File: config.mk
export PLATFORM = sky130hd
export DESIGN_NAME = dcache_stbuf
export DESIGN_NICKNAME = d
export VERILOG_FILES = /design/src/rtl/dcs_pkg.sv /design/src/rtl/dcs_reqq.sv /design/src/rtl/dcs_stq.sv /design/src/rtl/dcs_array.sv /design/src/rtl/dcache_stbuf.sv
export SDC_FILE = /design/constraint.sdc
export NUM_CORES = 2
export LEC_CHECK = 0
export ABC_CLOCK_PERIOD_IN_PS = 6800
export CORE_ASPECT_RATIO = 1.2
export CORE_MARGIN = 3
export CORE_UTILIZATION = 30
export CTS_CLUSTER_DIAMETER = 120
export DETAILED_ROUTE_END_ITERATION = 7
export PLACE_DENSITY = 0.47
export SLEW_MARGIN = 20
export SYNTH_ARGS = -nofsm -noshare
export SYNTH_HDL_FRONTEND = slang
export SYNTH_SLANG_ARGS = --single-unit
File: constraint.sdc
create_clock -name clk -period 6.8 [get_ports clk]
set_input_delay 0.68 -clock clk [delete_from_list [all_inputs] [get_ports clk]]
set_output_delay 0.68 -clock clk [all_outputs]
set_load 0.02 [all_outputs]
File: src/rtl/dcs_pkg.sv
package dcs_pkg;
    typedef enum logic [1:0] {
        ST_READY      = 2'd0,
        ST_START_MISS = 2'd1,
        ST_SEND_FILL  = 2'd2,
        ST_WAIT_FILL  = 2'd3
    } miss_state_e;
endpackage

File: src/rtl/dcs_reqq.sv
// One-entry bypass buffer: the head shows the incoming request when empty.
module dcs_reqq #(
    parameter int AW = 32,
    parameter int DW = 32
) (
    input  logic          clk,
    input  logic          rst_n,
    input  logic          in_valid,
    output logic          in_ready,
    input  logic          in_store,
    input  logic [AW-1:0] in_addr,
    input  logic [DW-1:0] in_data,
    output logic          head_valid,
    output logic          head_store,
    output logic [AW-1:0] head_addr,
    output logic [DW-1:0] head_data,
    input  logic          deq
);
    logic          full_q, full_d;
    logic          store_q, store_d;
    logic [AW-1:0] addr_q, addr_d;
    logic [DW-1:0] data_q, data_d;

    assign in_ready   = !full_q;
    assign head_valid = full_q || in_valid;
    assign head_store = full_q ? store_q : in_store;
    assign head_addr  = full_q ? addr_q  : in_addr;
    assign head_data  = full_q ? data_q  : in_data;

    always_comb begin
        full_d  = full_q;
        store_d = store_q;
        addr_d  = addr_q;
        data_d  = data_q;
        if (full_q) begin
            if (deq) full_d = 1'b0;
        end else if (in_valid && !deq) begin
            full_d  = 1'b1;
            store_d = in_store;
            addr_d  = in_addr;
            data_d  = in_data;
        end
    end

    always_ff @(posedge clk) begin
        if (!rst_n) begin
            full_q  <= 1'b0;
            store_q <= 1'b0;
            addr_q  <= '0;
            data_q  <= '0;
        end else begin
            full_q  <= full_d;
            store_q <= store_d;
            addr_q  <= addr_d;
            data_q  <= data_d;
        end
    end
endmodule

File: src/rtl/dcs_stq.sv
// In-order store queue with issue flag and youngest-match search.
module dcs_stq #(
    parameter int AW    = 32,
    parameter int DW    = 32,
    parameter int DEPTH = 4
) (
    input  logic          clk,
    input  logic          rst_n,
    input  logic          enq,
    input  logic [AW-1:0] enq_addr,
    input  logic [DW-1:0] enq_data,
    output logic          full,
    output logic          empty,
    input  logic          issue,
    output logic          issued,
    output logic [AW-1:0] head_addr,
    output logic [DW-1:0] head_data,
    input  logic          deq,
    input  logic [AW-1:0] srch_addr,
    output logic          srch_hit,
    output logic [DW-1:0] srch_data
);
    localparam int PTR_W = (DEPTH > 1) ? $clog2(DEPTH) : 1;
    localparam int CNT_W = $clog2(DEPTH + 1);

    logic [AW-1:0]    addr_mem [DEPTH];
    logic [DW-1:0]    data_mem [DEPTH];
    logic [PTR_W-1:0] head_q, head_d, tail_q, tail_d;
    logic [CNT_W-1:0] cnt_q, cnt_d;
    logic             issued_q, issued_d;

    assign full      = (cnt_q == CNT_W'(DEPTH));
    assign empty     = (cnt_q == '0);
    assign issued    = issued_q;
    assign head_addr = addr_mem[head_q];
    assign head_data = data_mem[head_q];

    always_comb begin
        int slot;
        srch_hit  = 1'b0;
        srch_data = '0;
        for (int i = 0; i < DEPTH; i++) begin
            slot = int'(head_q) + i;
            if (slot >= DEPTH) slot = slot - DEPTH;
            if (i < int'(cnt_q) && addr_mem[slot[PTR_W-1:0]] == srch_addr) begin
                srch_hit  = 1'b1;
                srch_data = data_mem[slot[PTR_W-1:0]];
            end
        end
    end

    always_comb begin
        head_d   = head_q;
        tail_d   = tail_q;
        cnt_d    = cnt_q;
        issued_d = issued_q;
        if (enq) begin
            tail_d = (tail_q == PTR_W'(DEPTH - 1)) ? '0 : tail_q + 1'b1;
        end
        if (deq) begin
            head_d = (head_q == PTR_W'(DEPTH - 1)) ? '0 : head_q + 1'b1;
        end
        if (enq && !deq) cnt_d = cnt_q + 1'b1;
        else if (deq && !enq) cnt_d = cnt_q - 1'b1;
        if (deq) issued_d = 1'b0;
        else if (issue) issued_d = 1'b1;
    end

    always_ff @(posedge clk) begin
        if (!rst_n) begin
            head_q   <= '0;
            tail_q   <= '0;
            cnt_q    <= '0;
            issued_q <= 1'b0;
        end else begin
            head_q   <= head_d;
            tail_q   <= tail_d;
            cnt_q    <= cnt_d;
            issued_q <= issued_d;
        end
    end

    always_ff @(posedge clk) begin
        if (enq) begin
            addr_mem[tail_q] <= enq_addr;
            data_mem[tail_q] <= enq_data;
        end
    end
endmodule

File: src/rtl/dcs_array.sv
// Direct-mapped tag, state and line storage; one read index, one line write.
module dcs_array #(
    parameter int LINES  = 8,
    parameter int TAG_W  = 27,
    parameter int LINE_W = 128
) (
    input  logic              clk,
    input  logic              rst_n,
    input  logic [$clog2(LINES)-1:0] rd_idx,
    output logic              rd_valid,
    output logic              rd_dirty,
    output logic [TAG_W-1:0]  rd_tag,
    output logic [LINE_W-1:0] rd_line,
    input  logic              wr_en,
    input  logic [$clog2(LINES)-1:0] wr_idx,
    input  logic [TAG_W-1:0]  wr_tag,
    input  logic              wr_dirty,
    input  logic [LINE_W-1:0] wr_line
);
    logic [LINES-1:0] valid_q, dirty_q;
    logic [TAG_W-1:0]  tag_mem  [LINES];
    logic [LINE_W-1:0] line_mem [LINES];

    assign rd_valid = valid_q[rd_idx];
    assign rd_dirty = dirty_q[rd_idx];
    assign rd_tag   = tag_mem[rd_idx];
    assign rd_line  = line_mem[rd_idx];

    always_ff @(posedge clk) begin
        if (!rst_n) begin
            valid_q <= '0;
            dirty_q <= '0;
        end else if (wr_en) begin
            valid_q[wr_idx] <= 1'b1;
            dirty_q[wr_idx] <= wr_dirty;
        end
    end

    always_ff @(posedge clk) begin
        if (wr_en) begin
            tag_mem[wr_idx]  <= wr_tag;
            line_mem[wr_idx] <= wr_line;
        end
    end
endmodule

File: src/rtl/dcache_stbuf.sv
module dcache_stbuf
    import dcs_pkg::*;
#(
    parameter int ADDR_W     = 32,
    parameter int DATA_W     = 32,
    parameter int LINE_WORDS = 4,
    parameter int LINES      = 8,
    parameter int SQ_DEPTH   = 4
) (
    input  logic                                   clk,
    input  logic                                   rst_n,
    input  logic                                   req_valid,
    output logic                                   req_ready,
    input  logic                                   req_store,
    input  logic [ADDR_W-1:0]                      req_addr,
    input  logic [DATA_W-1:0]                      req_wdata,
    output logic                                   resp_valid,
    output logic [DATA_W-1:0]                      resp_data,
    output logic                                   mem_req_valid,
    input  logic                                   mem_req_ready,
    output logic                                   mem_req_write,
    output logic [ADDR_W-$clog2(LINE_WORDS)-1:0]   mem_req_addr,
    output logic [DATA_W*LINE_WORDS-1:0]           mem_req_line,
    input  logic                                   mem_resp_valid,
    input  logic [DATA_W*LINE_WORDS-1:0]           mem_resp_line
);
    localparam int OFF_W   = $clog2(LINE_WORDS);
    localparam int IDX_W   = $clog2(LINES);
    localparam int TAG_W   = ADDR_W - OFF_W - IDX_W;
    localparam int LINE_W  = DATA_W * LINE_WORDS;

    typedef struct packed {
        miss_state_e       state;
        logic              miss_store;
        logic [ADDR_W-1:0] miss_addr;
        logic [DATA_W-1:0] miss_data;
        logic              resp_valid;
        logic [DATA_W-1:0] resp_data;
    } ctrl_t;

    ctrl_t ctrl_q, ctrl_d;

    logic              head_valid, head_store, reqq_deq;
    logic [ADDR_W-1:0] head_addr;
    logic [DATA_W-1:0] head_data;

    logic              stq_enq, stq_full, stq_empty, stq_issue, stq_issued, stq_deq;
    logic [ADDR_W-1:0] stq_head_addr;
    logic [DATA_W-1:0] stq_head_data;
    logic              srch_hit;
    logic [DATA_W-1:0] srch_data;

    logic [IDX_W-1:0]  rd_idx;
    logic              rd_valid, rd_dirty;
    logic [TAG_W-1:0]  rd_tag;
    logic [LINE_W-1:0] rd_line;
    logic              arr_wr_en, arr_wr_dirty;
    logic [IDX_W-1:0]  arr_wr_idx;
    logic [TAG_W-1:0]  arr_wr_tag;
    logic [LINE_W-1:0] arr_wr_line;

    dcs_reqq #(.AW(ADDR_W), .DW(DATA_W)) u_reqq (
        .clk(clk), .rst_n(rst_n),
        .in_valid(req_valid), .in_ready(req_ready), .in_store(req_store),
        .in_addr(req_addr), .in_data(req_wdata),
        .head_valid(head_valid), .head_store(head_store),
        .head_addr(head_addr), .head_data(head_data), .deq(reqq_deq)
    );

    dcs_stq #(.AW(ADDR_W), .DW(DATA_W), .DEPTH(SQ_DEPTH)) u_stq (
        .clk(clk), .rst_n(rst_n),
        .enq(stq_enq), .enq_addr(head_addr), .enq_data(head_data),
        .full(stq_full), .empty(stq_empty),
        .issue(stq_issue), .issued(stq_issued),
        .head_addr(stq_head_addr), .head_data(stq_head_data), .deq(stq_deq),
        .srch_addr(head_addr), .srch_hit(srch_hit), .srch_data(srch_data)
    );

    dcs_array #(.LINES(LINES), .TAG_W(TAG_W), .LINE_W(LINE_W)) u_array (
        .clk(clk), .rst_n(rst_n),
        .rd_idx(rd_idx), .rd_valid(rd_valid), .rd_dirty(rd_dirty),
        .rd_tag(rd_tag), .rd_line(rd_line),
        .wr_en(arr_wr_en), .wr_idx(arr_wr_idx), .wr_tag(arr_wr_tag),
        .wr_dirty(arr_wr_dirty), .wr_line(arr_wr_line)
    );

    function automatic logic [DATA_W-1:0] pick_word(input logic [LINE_W-1:0] line,
                                                    input logic [OFF_W-1:0] off);
        logic [DATA_W-1:0] w;
        w = '0;
        for (int k = 0; k < LINE_WORDS; k++)
            if (off == k[OFF_W-1:0]) w = line[k*DATA_W +: DATA_W];
        return w;
    endfunction

    function automatic logic [LINE_W-1:0] merge_word(input logic [LINE_W-1:0] line,
                                                     input logic [OFF_W-1:0] off,
                                                     input logic [DATA_W-1:0] w);
        logic [LINE_W-1:0] l;
        l = line;
        for (int k = 0; k < LINE_WORDS; k++)
            if (off == k[OFF_W-1:0]) l[k*DATA_W +: DATA_W] = w;
        return l;
    endfunction

    logic head_is_load, head_hit, stq_head_hit;

    assign head_is_load = head_valid && !head_store;
    assign head_hit     = rd_valid && (rd_tag == head_addr[ADDR_W-1 -: TAG_W]);
    assign stq_head_hit = rd_valid && (rd_tag == stq_head_addr[ADDR_W-1 -: TAG_W]);

    always_comb begin
        case (ctrl_q.state)
            ST_READY:      rd_idx = head_is_load ? head_addr[OFF_W +: IDX_W]
                                                 : stq_head_addr[OFF_W +: IDX_W];
            ST_START_MISS: rd_idx = ctrl_q.miss_addr[OFF_W +: IDX_W];
            default:       rd_idx = head_addr[OFF_W +: IDX_W];
        endcase
    end

    always_comb begin
        ctrl_d            = ctrl_q;
        ctrl_d.resp_valid = 1'b0;
        reqq_deq          = 1'b0;
        stq_enq           = 1'b0;
        stq_issue         = 1'b0;
        stq_deq           = 1'b0;
        arr_wr_en         = 1'b0;
        arr_wr_dirty      = 1'b0;
        arr_wr_idx        = ctrl_q.miss_addr[OFF_W +: IDX_W];
        arr_wr_tag        = ctrl_q.miss_addr[ADDR_W-1 -: TAG_W];
        arr_wr_line       = mem_resp_line;
        mem_req_valid     = 1'b0;
        mem_req_write     = 1'b0;
        mem_req_addr      = ctrl_q.miss_addr[ADDR_W-1:OFF_W];
        mem_req_line      = rd_line;

        // stores move into the queue in any state, when they leave the buffer
        if (head_valid && head_store && !stq_full) begin
            stq_enq  = 1'b1;
            reqq_deq = 1'b1;
        end

        case (ctrl_q.state)
            ST_READY: begin
                if (head_is_load) begin
                    reqq_deq = 1'b1;
                    if (srch_hit) begin
                        ctrl_d.resp_valid = 1'b1;
                        ctrl_d.resp_data  = srch_data;
                    end else if (head_hit) begin
                        ctrl_d.resp_valid = 1'b1;
                        ctrl_d.resp_data  = pick_word(rd_line, head_addr[OFF_W-1:0]);
                    end else begin
                        ctrl_d.miss_store = 1'b0;
                        ctrl_d.miss_addr  = head_addr;
                        ctrl_d.state      = ST_START_MISS;
                    end
                end else if (!stq_empty && !stq_issued) begin
                    stq_issue = 1'b1;
                    if (stq_head_hit) begin
                        stq_deq      = 1'b1;
                        arr_wr_en    = 1'b1;
                        arr_wr_dirty = 1'b1;
                        arr_wr_idx   = stq_head_addr[OFF_W +: IDX_W];
                        arr_wr_tag   = rd_tag;
                        arr_wr_line  = merge_word(rd_line, stq_head_addr[OFF_W-1:0],
                                                  stq_head_data);
                    end else begin
                        ctrl_d.miss_store = 1'b1;
                        ctrl_d.miss_addr  = stq_head_addr;
                        ctrl_d.miss_data  = stq_head_data;
                        ctrl_d.state      = ST_START_MISS;
                    end
                end
            end
            ST_START_MISS: begin
                if (rd_valid && rd_dirty) begin
                    mem_req_valid = 1'b1;
                    mem_req_write = 1'b1;
                    mem_req_addr  = {rd_tag, ctrl_q.miss_addr[OFF_W +: IDX_W]};
                    if (mem_req_ready) ctrl_d.state = ST_SEND_FILL;
                end else begin
                    ctrl_d.state = ST_SEND_FILL;
                end
            end
            ST_SEND_FILL: begin
                mem_req_valid = 1'b1;
                if (mem_req_ready) ctrl_d.state = ST_WAIT_FILL;
            end
            default: begin
                if (mem_resp_valid) begin
                    arr_wr_en = 1'b1;
                    if (ctrl_q.miss_store) begin
                        stq_deq      = 1'b1;
                        arr_wr_dirty = 1'b1;
                        arr_wr_line  = merge_word(mem_resp_line, ctrl_q.miss_addr[OFF_W-1:0],
                                                  ctrl_q.miss_data);
                    end else begin
                        ctrl_d.resp_valid = 1'b1;
                        ctrl_d.resp_data  = pick_word(mem_resp_line, ctrl_q.miss_addr[OFF_W-1:0]);
                    end
                    ctrl_d.state = ST_READY;
                end else if (ctrl_q.miss_store && head_is_load) begin
                    if (srch_hit) begin
                        reqq_deq          = 1'b1;
                        ctrl_d.resp_valid = 1'b1;
                        ctrl_d.resp_data  = srch_data;
                    end else if (head_hit) begin
                        reqq_deq          = 1'b1;
                        ctrl_d.resp_valid = 1'b1;
                        ctrl_d.resp_data  = pick_word(rd_line, head_addr[OFF_W-1:0]);
                    end
                end
            end
        endcase
    end

    always_ff @(posedge clk) begin
        if (!rst_n) begin
            ctrl_q <= '{state: ST_READY, miss_store: 1'b0, miss_addr: '0,
                        miss_data: '0, resp_valid: 1'b0, resp_data: '0};
        end else begin
            ctrl_q <= ctrl_d;
        end
    end

    assign resp_valid = ctrl_q.resp_valid;
    assign resp_data  = ctrl_q.resp_data;
endmodule

==> run summary <==
The required time reported for the critical path endpoint is around 6.1 ns. The number of nets in the synthesized netlist is 7804. After the last flow step, the layout net total stands at 8228. Among all flip-flop cells after synthesis, the most frequent one is edfxtp_1. The violation count after the first detailed-routing iteration came out at 7324. The internal power is 28.3 mW. The H-tree was split into 4 levels. The total clock sinks came out at around 1700. The fraction of the yosys area taken by sequential cells is 57.2%. The post-synthesis instance area is around 0.085 mm².

The power density over the cells came out at around 490 mW/mm². The first-pass GRT wire length is 498 mm. Setup repair after global routing left no endpoint under its margin. For this design the total switching power over the nets is 22.2 mW. The number of pins with negative max-slew slack in the final report was 0. The final-layout worst hold slack is 0.393 ns. The CTS buffer count is 199.

Setup violations remaining at the end of the flow were counted as 0. The number of fill cells is 27503. The number of maximum-capacitance constraint violations came out at 0. The number of cells traversed by the worst register-to-register path came out at 20. The number of warnings reported in the yosys synthesis log came out at 0. The hold buffer count at CTS came out at 0. TritonCTS built the clock tree. In the final layout, flip-flops and latches occupy about 0.049 mm². The critical path data arrival time came out at 5.78 ns. The detailed-route wire length came out at between 300 and 400 mm.

The number of antenna violations at the first check in global routing came out at between 40 and 50. In this run the count of I/O pins placed on the die edge is 392. The run finished with clean final reports. The switching share of power is 44.0%. The most common cell after layout, fill and taps aside is nand2_1. The routed layout has 66359 vias. The number of design rule violations left after detail routing came out at 0. The relative area change from synthesis to final layout is 20.9%. The total overflow left after global routing is 0. The worst setup slack after layout came out at ~0.34 ns. The min-delay analysis places its worst path in the category in2reg. The count of nets left with antenna violations after detail routing is 0. The multi-input gate area in the final layout is 0.0337 mm². The via count of the first global-routing pass came out at 62331. The share of cells above drive strength 1 is 15.3%. In the final routed layout, each cell accounts on average for 30.0 µm. The synthesized instance count came out at 7592. The startpoint type of the worst setup path is a flip-flop. Entering global routing, the biggest net connects 185 pins. Of all nets on the critical path, the largest fanout is 60.

The core region area came out at 0.282 mm². The number of enable flip-flop cells after synthesis came out at 1496. The HPWL after detailed placement is ~240 mm. In this run, flip-flops and latches consume 26.9% of the power.

Measured against its own limit, the worst slew margin works out to 10.8%. Post-CTS repair changed the size of 0 cells. The minimum setup slack after placement is 0.0445 ns. The area after detailed placement came out at ~0.097 mm². After routing, the total negative slack on setup checks comes to 0 ns. The minimum clock period is between 6 and 7 ns. The worst setup path is captured at a primary output.

The number of flip-flops and latches in the synthesized netlist came out at 1688. The library cells used most frequently in the layout, excluding fill and tap cells, are nand2_1 (1625), edfxtp_1 (1496), nand3_1 (752). The peak ir drop on the vdd network is 727 µV. The post-layout instance area came out at 0.103 mm². The number of buffers on the longest clock path is 4. At the end of routability-driven placement, the weighted congestion stood at 0.937. The final worst clock skew came out at roughly 0.08 ns. The overall die width came out at 493 µm.

The analysis attributes to cell leakage a power of between 30 and 40 nW. Clock tree synthesis selected as its root buffer the cell clkbuf_16. The final-report hold violation count came to 0.

The post-CTS clock slew at the launch and capture registers of the worst setup and hold paths came out at about 0.060 ns. The clock network accounts for 21.1% of the total power. The worst hold path was traced through 3 stages. For this configuration, the core starts out at a cell density of between 30% and 40%. The fmax came out at 0.155 GHz. The number of core rows came out at 213.

Yosys mapped the design onto just under 80 distinct sky130hd cell types. The overall fraction of global-route tracks in use came out at approximately a quarter. The critical path is of the reg2out type. The proportion of power drawn by combinational gates came out at between 50% and 60%. The average cell area after synthesis came out at between 10 and 15 µm².

The post-CTS repair timing setup buffer count is 0. The transition time at the pin with the least slew margin is between 1 and 1.5 ns. The port buffer count came out at 391. The final critical-path share of the clock period came out at ~95%.

Counting flops with an async set or reset pin after synthesis yields a share of 0%. The clock latency at the later pin of the worst-skew pair came out at approximately 0.9 ns. Before antenna repair, the detailed router went through 6 iterations. The die is 590 µm tall. The floorplan step defined a die boundary enclosing 0.291 mm².

Using the TritonRoute via totals, the vias-per-cell ratio works out to 5.55.
==> final timing paths <==
kind,startpoint,end,slack (ns)
worst max-delay path,ctrl_q[99],mem_req_line[99],0.34
worst min-delay path,req_addr[12],u_reqq.addr_q[12],0.39
worst max register to register,ctrl_q[99],u_array.line_mem[5][8],0.51
worst min register to register,u_array.dirty_q[2],u_array.dirty_q[2],0.46
==> final cells by class <==
class	count	share of cell area (%)
sequential	1688	47.4
tap	3762	4.57
multi-input combinational	5156	32.7
clock inverter	109	1.10
timing repair buffer	857	8.66
clock buffer	250	5.10
inverter	114	0.423
antenna	21	0.0510
==> metal layers <==
layer | routed length (µm) | global-route usage (%) | up-vias
li1 | - | - | 28996
met1 | 140000 | 30.1 | 33586
met2 | 170000 | 39.2 | 3106
met3 | 26700 | 3.96 | 649
met4 | 22100 | 12.5 | 22
met5 | 133 | 0 | -
==> sequential cells by signal, indices dropped and copies added (netlist names), 3 cells and up, named ones only <==
signal and cells:
u_array.line_mem 1024, u_array.tag_mem 216, u_stq.addr_mem 128, u_stq.data_mem 128
ctrl_q 67, resp_data 32, u_reqq.addr_q 32, u_reqq.data_q 32
u_array.dirty_q 8, u_array.valid_q 8, u_stq.cnt_q 3
==> stage by stage <==
stage	instances	total power, mW	utilization [%]
after floorplan	7592	26.8	-
after CTS	11937	50.7	36.5
after detailed placement	11578	40.0	34.3
final	11957	50.5	36.6
after global routing	11938	52.7	36.5
after global placement	11578	39.9	34.3
==> critical path: stages, from the launching register on <==
cell             delay, ns
dfxtp_1               0.46
inv_1                 0.18
ha_4                  0.35
or2_2                 0.41
a2bb2oi_1             0.16
buf_4                 0.19
nand3_4               0.22
buf_4                 0.25
buf_4                 0.47
buf_4                 0.73
nand3_1               0.16
o21ai_0               0.29
buf_4                 0.26
clkdlybuf4s50_1       0.62
==> Yosys cell counts, types with 72 or more instances <==
| cell type | n | area (µm²) |
|---|---|---|
| a21oi_1 | 377 | 1890 |
| a31oi_1 | 194 | 1210 |
| clkbuf_1 | 475 | 1780 |
| dfxtp_1 | 192 | 3840 |
| edfxtp_1 | 1496 | 44900 |
| inv_1 | 112 | 420 |
| mux2_2 | 127 | 1430 |
| mux2i_1 | 369 | 3690 |
| mux4_2 | 255 | 5740 |
| nand2_1 | 1629 | 6110 |
| nand2b_1 | 72 | 450 |
| nand3_1 | 755 | 3780 |
| nand4_1 | 101 | 632 |
| nor2_1 | 220 | 826 |
| o21a_1 | 144 | 1080 |
| o21ai_0 | 327 | 1640 |
| xnor2_1 | 143 | 1250 |
==> kinds of logic after synthesis <==
group | Yosys count | synth area share (%)
simple gates | 2949 | 15.3
buf+inv | 748 | 3.70
xor+xnor | 165 | 1.70
compound gates | 1272 | 9.07
fa+ha+maj | 14 | 0.206
mux | 756 | 12.8
flops | 1688 | 57.2
==> power groups by stage <==
stage                     Sequential [mW]  Combinational [mW]  Clock [mW]
after global routing                 13.6                27.9        11.2
after detailed placement             13.8                26.2           0
after floorplan                      13.4                13.4           0
final                                13.6                26.3        10.6
after CTS                            13.6                26.3        10.8
after global placement               13.8                26.1           0
(Power assumes the default switching activity.)
